$ cat config.mk
export PLATFORM = sky130hd
export DESIGN_NAME = modexp_fw
export DESIGN_NICKNAME = d
export VERILOG_FILES = /design/src/rtl/modexp_fw.sv
export SDC_FILE = /design/constraint.sdc
export NUM_CORES = 1
export LEC_CHECK = 0
export ABC_AREA = 0
export BUFFER_PORTS_ARGS = -buffer_cell sky130_fd_sc_hd__buf_2
export CORE_MARGIN = 5
export CORE_UTILIZATION = 49
export DETAILED_ROUTE_END_ITERATION = 16
export PLACE_DENSITY = 0.72
export SYNTH_ARGS = -nofsm -noshare
export SYNTH_HDL_FRONTEND = slang
export SYNTH_SLANG_ARGS = --single-unit
$ cat constraint.sdc
create_clock -name clk -period 7.1 [get_ports clk]
set_input_delay 0.355 -clock clk [delete_from_list [all_inputs] [get_ports clk]]
set_output_delay 0.355 -clock clk [all_outputs]
set_load 0.01 [all_outputs]
$ cat src/rtl/modexp_fw.sv
module modexp_fw #(
  parameter int MW = 16,
  parameter int EW = 20,
  parameter int W  = 5
) (
  input  logic          clk,
  input  logic          rst_n,
  input  logic          start,
  input  logic [MW-1:0] base,
  input  logic [EW-1:0] expo,
  input  logic [MW-1:0] modulus,
  output logic [MW-1:0] result,
  output logic          done
);
  localparam int TN = 1 << W;
  localparam int ND = (EW + W - 1) / W;
  localparam int PW = ND * W;
  localparam int CW = (MW > 1) ? $clog2(MW) : 1;
  localparam int DW = (ND > 1) ? $clog2(ND) : 1;
  localparam int SW = $clog2(W + 1);

  typedef enum logic [1:0] {IDLE, RED, TAB, EXPN} st_t;

  st_t            st;
  logic [MW-1:0]  km, ab, mx, my, mr;
  logic [PW-1:0]  ep;
  logic [CW-1:0]  mcnt;
  logic [W-1:0]   tidx;
  logic [DW-1:0]  didx;
  logic [SW-1:0]  sqc;
  logic [MW-1:0]  tbl [TN];
  logic           busy, mul_last;

  logic [MW:0]    t1, t2, s1, s2;
  logic [MW-1:0]  nr;
  logic [W-1:0]   digit;

  assign busy     = (st != IDLE);
  assign mul_last = busy && (mcnt == '0);
  assign t1       = {mr, 1'b0};
  assign t2       = (t1 >= {1'b0, km}) ? t1 - {1'b0, km} : t1;
  assign s1       = t2 + (my[mcnt] ? {1'b0, mx} : '0);
  assign s2       = (s1 >= {1'b0, km}) ? s1 - {1'b0, km} : s1;
  assign nr       = s2[MW-1:0];
  assign digit    = ep[didx*W +: W];

  always_ff @(posedge clk) begin
    if (!busy && start) tbl[0] <= MW'(1);
    if (mul_last && st == RED) tbl[1] <= nr;
    if (mul_last && st == TAB) tbl[tidx] <= nr;
  end

  always_ff @(posedge clk or negedge rst_n) begin
    if (!rst_n) begin
      st <= IDLE; km <= '0; ab <= '0; mx <= '0; my <= '0; mr <= '0;
      ep <= '0; mcnt <= '0; tidx <= '0; didx <= '0; sqc <= '0;
      result <= '0; done <= 1'b0;
    end else begin
      done <= 1'b0;
      if (!busy) begin
        if (start) begin
          km <= modulus; ep <= PW'(expo);
          mx <= MW'(1); my <= base; mr <= '0;
          mcnt <= CW'(MW - 1); st <= RED;
        end
      end else if (mcnt != '0) begin
        mr <= nr;
        mcnt <= mcnt - 1'b1;
      end else begin
        mr <= '0;
        mcnt <= CW'(MW - 1);
        case (st)
          RED: begin
            ab <= nr; mx <= nr; my <= nr;
            tidx <= W'(2); st <= TAB;
          end
          TAB: begin
            if (tidx == W'(TN - 1)) begin
              mx <= MW'(1); my <= MW'(1);
              didx <= DW'(ND - 1); sqc <= '0; st <= EXPN;
            end else begin
              mx <= nr; my <= ab; tidx <= tidx + 1'b1;
            end
          end
          default: begin
            if (sqc < SW'(W - 1)) begin
              mx <= nr; my <= nr; sqc <= sqc + 1'b1;
            end else if (sqc == SW'(W - 1)) begin
              mx <= nr; my <= tbl[digit]; sqc <= SW'(W);
            end else if (didx == '0) begin
              result <= nr; done <= 1'b1; st <= IDLE;
            end else begin
              didx <= didx - 1'b1; sqc <= '0;
              mx <= nr; my <= nr;
            end
          end
        endcase
      end
    end
  end
endmodule


---- Word level (Yosys, flattened, before mapping) ----
Memory sizes are Yosys's and may differ from the RTL's.
Cells that the tools add are included.
cells by class
  add/sub/neg operators ................... 7
  multiply operators ...................... 1
  $lt $le $gt $ge ......................... 4
  eq/ne operators ......................... 16
  shift operators ......................... 1
  mux-type cells .......................... 63
  bitwise logic cells ..................... 6
  reduce and logical (&&, ||, !) cells .... 22
operator list
  kind                number
  $mux 16             20
  $pmux 16 s2         2
  $ge 17x16->1        2
  $reduce_or 16->1    2
  $mux 2              10
  $shiftx 20x6->5     1
  $add 17x16->17      1
  $mux 17             1
  $sub 17x16->17      1
  $sub 16x16->16      1
  $mux 1              15
  $mux 5              3
  $mux 3              4
  $mux 4              3
  $ne 4x4->1 const B  3
  $reduce_and 6->1    2
  $ne 2x2->1 const B  5
  $pmux 5 s2          1
  $pmux 2 s2          2
  $reduce_and 7->1    1
  $ne 6x6->1 const B  1
  $not 1->1           6
  $pmux 3 s2          1
  $reduce_and 3->1    2
  25 further kinds    30
word-level totals
  register bits ........................... 133
  RAM bits ................................ 512
  input bits .............................. 55
  output and inout port bits .............. 17
  memories ................................ 1
memories
  memory  words  width  read ports  clocked after memory_dff  write ports  line  RTL
  tbl     32     16     1           0                         1            31    logic [MW-1:0] tbl [TN];

---- Longest topological paths before layout ----
  word-level depth ........................ 12
  mapped depth ............................ 31
  mapped depth without buffers ............ 29

---- Least setup slack after synthesis ----
No wires, ideal clock.
  path type ............................... register to register
  start ................................... reg km[5]
  end ..................................... mem tbl[10][9] (data pin)
  library setup time ...................... 0.359 ns
  data arrival time ....................... 6.347 ns
  data required time ...................... 6.741 ns
  path slack .............................. 0.394 ns
  cell stages (with the launch flop) ...... 29
  buffers on the path ..................... 1
  clock period less this slack ............ 6.706 ns
  cells stage by stage .................... dfrtp_1 inv_1 ha_1 o21a_1 o21ai_0 a21oi_1 and2_1 nand2b_1 a21oi_1 nor3_2 clkbuf_1 nand2_1 o21ai_0 ha_1 a21o_1 or3_1 o21ai_2 nand2b_1 a21oi_1 xnor2_1 ha_1 a21oi_1 o21bai_1 a21o_1 a41oi_1 a21oi_1 a211oi_2 a31oi_1 nor2_1
between the ends
  word-level cells in the longest chain between the ends .. 7
  elaborated cells between the ends (all ways) .. 9
  classes of those cells .................. add/sub: 3; order compare: 2; mux: 4
RTL lines
  item                                            line  RTL
  start: declaration                              25    logic [MW-1:0] km, ab, mx, my, mr;
  start signal: assignment                        62    km <= modulus; ep <= PW'(expo);
  $sub 17x16->17 or $ge 17x16->1 (tied branches)  41    assign t2 = (t1 >= {1'b0, km}) ? t1 - {1'b0, km} : t1;
  $mux 17                                         41
  $add 17x16->17                                  42    assign s1 = t2 + (my[mcnt] ? {1'b0, mx} : '0);
  $sub 16x16->16 or $ge 17x16->1 (tied branches)  43    assign s2 = (s1 >= {1'b0, km}) ? s1 - {1'b0, km} : s1;
  $mux 16 (*)                                     43
  via s2[9]                                       34    logic [MW:0] t1, t2, s1, s2;
  $mux 16 (no line)                               --
  $mux 16 (no line) (*)                           --
  end: declaration                                31
The timed path passes the listed nets; every way through them passes the cells marked *.

---- Final worst setup path ----
  start ................................... reg km[5]
  end ..................................... mem tbl[24][15] (data pin)
between the ends
  word-level cells in the longest chain between the ends .. 7
  elaborated cells between the ends (all ways) .. 9
  classes of those cells .................. add/sub: 3; order compare: 2; mux: 4
RTL lines
  item                                            line
  $sub 17x16->17 or $ge 17x16->1 (tied branches)  41
  $mux 17                                         41
  $add 17x16->17                                  42
  $sub 16x16->16 or $ge 17x16->1 (tied branches)  43
  $mux 16 (*)                                     43
  $mux 16 (no line)                               --
  $mux 16 (no line) (*)                           --
Mark *: on every way between the ends. The rest lies on a longest branch, timed or not.

==> results_dict.tcl <==
set metrics [dict create \
    timing.final.setup_violations 0 \
    post_drt_via_cell_ratio 6.25 \
    synth_top_cell_area_share_pct 52.7 \
    cpMaxStageDelayCell "sky130_fd_sc_hd__mux2i_4" \
    number_of_antenna_violations_at_the_first_check_in_global_routing 0 \
    num_antenna_cells 0 \
    ys_dominant_reg_cell "sky130_fd_sc_hd__edfxtp_1" \
    synth.lib_cells_used.distinct 90 \
    worst_slew_margin_rel_pct 18.3 \
    globalRoute.totalOverflow 0 \
    core_area_mm2 0.0590 \
    critPathKind "reg2reg" \
    placement_rows 89 \
    syn_area_mm2 0.0292 \
    via_count 19322 \
    post_synth.cell_area_avg_um2 14.2 \
    cts.path.max_buffers 3 \
    antenna_left 0 \
    final_core_utilization_pct 57.2 \
    synth.area.mux_share_pct 11.9 \
    post_synthesis_share_of_cell_area_spent_on_full_adders_half_adders_and_majority_gates_pct 2.82 \
    clock_insertion_delay_worst_skew_ns 0.60 \
    yosysWarningCount 0 \
    half_perimeter_wire_length_of_the_detailed_placement_result_um 51800 \
    final_gp_congestion 0.975 \
    asr_flop_ratio_synth_pct 20.6 \
    most_frequent_cells_in_the_layout "sky130_fd_sc_hd__edfxtp_1 (512), sky130_fd_sc_hd__nand2_1 (257), sky130_fd_sc_hd__dfrtp_1 (133)" \
    start_util_pct 49.4 \
    grt_max_degree 82 \
    cts_num_sinks 645 \
    clock_skew_ns 0.0204 \
    io-pin-count 72 \
    die-area_mm2 0.0645 \
    post_synth_net_total 2166 \
    report.final.hold_viol_count 0 \
    clockRootBuffer "sky130_fd_sc_hd__clkbuf_16" \
    critical_path_required_ns 7.46 \
    syn_to_final_growth_pct 15.8 \
    tritoncts.num_buffers 68 \
    maxCapViolations 0 \
    synth_edf_count 512 \
    timing.critical_path.mode_cell "sky130_fd_sc_hd__a21oi_1" \
    cpPeakStageDelay_ns 0.43 \
    grt_first_pass_wirelength_um 119000 \
    worstHoldPathType "in2reg" \
    fin_nets 2383 \
    synth_top_cell_by_area "sky130_fd_sc_hd__edfxtp_1" \
    share_of_the_clock_period_used_by_the_worst_path_pct 95.4 \
    post_synth_main_area_contributors "sky130_fd_sc_hd__edfxtp_1 (53%), sky130_fd_sc_hd__dfrtp_1 (11%), sky130_fd_sc_hd__mux4_2 (5.7%), sky130_fd_sc_hd__nand2_1 (3.3%), sky130_fd_sc_hd__mux2i_1 (2.7%)" \
    start_kind "flop" \
    timing.critical_path.to_type "flop" \
    die_w_um 254 \
    drtPass1Iterations 8 \
    yosys.area_share.simple_pct 8.35 \
    synth_xor_area_share_pct 1.17 \
    synth_compound_gate_area_share_pct 8.41 \
    max_freq_mhz 148 \
    layout_commonest_cell "sky130_fd_sc_hd__edfxtp_1" \
    finalMaxSlewViolations 0 \
    synth-seq-area-share_pct 64.1 \
    status "complete, no violations" \
    drtIter0Drc 2356 \
    fin_setup_tns_ns 0 \
    flop_and_latch_count_out_of_synthesis 645 \
    cts.clk_slew.worst_paths_ns 0.06 \
    floorplan.die.height_um 254 \
    main_combinational_cell_family_by_area_after_synthesis "multiplexers" \
    htree_num_levels 3 \
    grt_pass1_vias 18772 \
    cells_after_synth 2047 \
    finalCriticalPeriod_ns 6.77 \
    placement.io_buffers 71 \
    critical_path.max_fanout 12 \
    clock_tree_from_tritoncts "yes" \
    cp_data_arrival_time_ns 7.13 \
    layout-drive-gt1-share_pct 21.8 \
    drcViolationCount 0 \
    smallest_hold_slack_ns 0.127 \
    timing_worst_slew_pin_value_ns 1.22 \
    detail_route.wirelength_um 83300 \
    wl_per_cell_um 26.9 \
    global_route.usage.total_pct 24.7 \
]
-- cells in the mapped netlist, drive strengths merged (19+ instances only) --
library cell    n
o22ai          31
dfrtp         133
a21oi          57
edfxtp        512
o21ai         116
mux2           48
a221oi         21
and2           19
a31oi          43
inv            67
a211oi         22
nor2          101
clkbuf         46
nand3          44
mux2i          85
buf            51
xnor2          26
nand2         260
mux4           89
ha             61
and3           22
-- registers in the layout (all words and copies together) (netlist names) --
signal / cells
done: 1
ep: 20
ab: 16
didx: 2
mr: 16
result: 16
km: 16
sqc: 3
mx: 16
my: 16
st: 2
tbl: 512
tidx: 5
mcnt: 4
-- path summary, 6_finish.rpt --
check / from / end / slack [ns] / depth (start not counted)
setup / recovery: km[5] / tbl[24][15] / 0.33 / 29
hold / removal: start / mcnt[1] / 0.13 / 3
setup reg to reg: km[5] / tbl[24][15] / 0.33 / 29
hold reg to reg: mx[15] / mx[15] / 0.48 / 2
max in group asynchronous: rst_n / done / 5.48 / 3
min in group asynchronous: rst_n / mr[4] / 0.36 / 2
-- metrics by stage --
step | setup slack [ns] | cell area, µm² | std cells
after floorplan | 0.394 | 29200 | 2047
after global placement | 0.0704 | 30400 | 2870
after detailed placement | -0.0403 | 30400 | 2870
after CTS | -0.0758 | 33000 | 3031
after global routing | -0.109 | 33800 | 3091
final | 0.327 | 33800 | 3091
-- timing repair --
action | in CTS | in global routing
hold buffers | 37 | 0
buffers inserted | 0 | 44
gates cloned | 0 | 16
hold endpoints to repair | 116 | 0
endpoints found under the setup margin | 218 | 573
gates resized for setup | 1 | 68
pin swaps | 0 | 5
-- cell type report --
class / count / area (µm²)
repair inverters: 16 / 120
repair buffers: 229 / 1720
inverters: 67 / 304
multi-input cells: 1237 / 9800
fillers: 4495 / 25200
well taps: 773 / 967
clock buffers: 91 / 1840
clock inverters: 33 / 318
flip-flops and latches: 645 / 18700
-- cells by family after synthesis --
group / after synthesis
AOI/OAI and AO/OA: 378
muxes: 222
and+or+nand+nor: 534
adders and majority gates: 64
DFF: 645
buffers and inverters: 165
xor gates and xnor gates: 39
-- worst max-delay path: cells and delay by family (launching register included) --
kind,cells,cell delay (ns)
multiplexers,3,1.06
buffers and inverters,5,0.83
flip-flops,1,0.34
AND/OR/NAND/NOR,6,0.92
AO/OA/AOI/OAI,12,2.33
adder cells (fa/ha/maj),3,1.02
-- routing by layer --
layer	wire (µm)	track usage (%)	part of all wire, %
met3	7510	3.92	9.0
met1	30800	31.1	37
met4	4210	11.0	5.1
met5	0	0	0
met2	40700	42.4	49
Power is not shown: default switching activity piles up to over one toggle a cycle in this logic, so the estimate is an artifact.
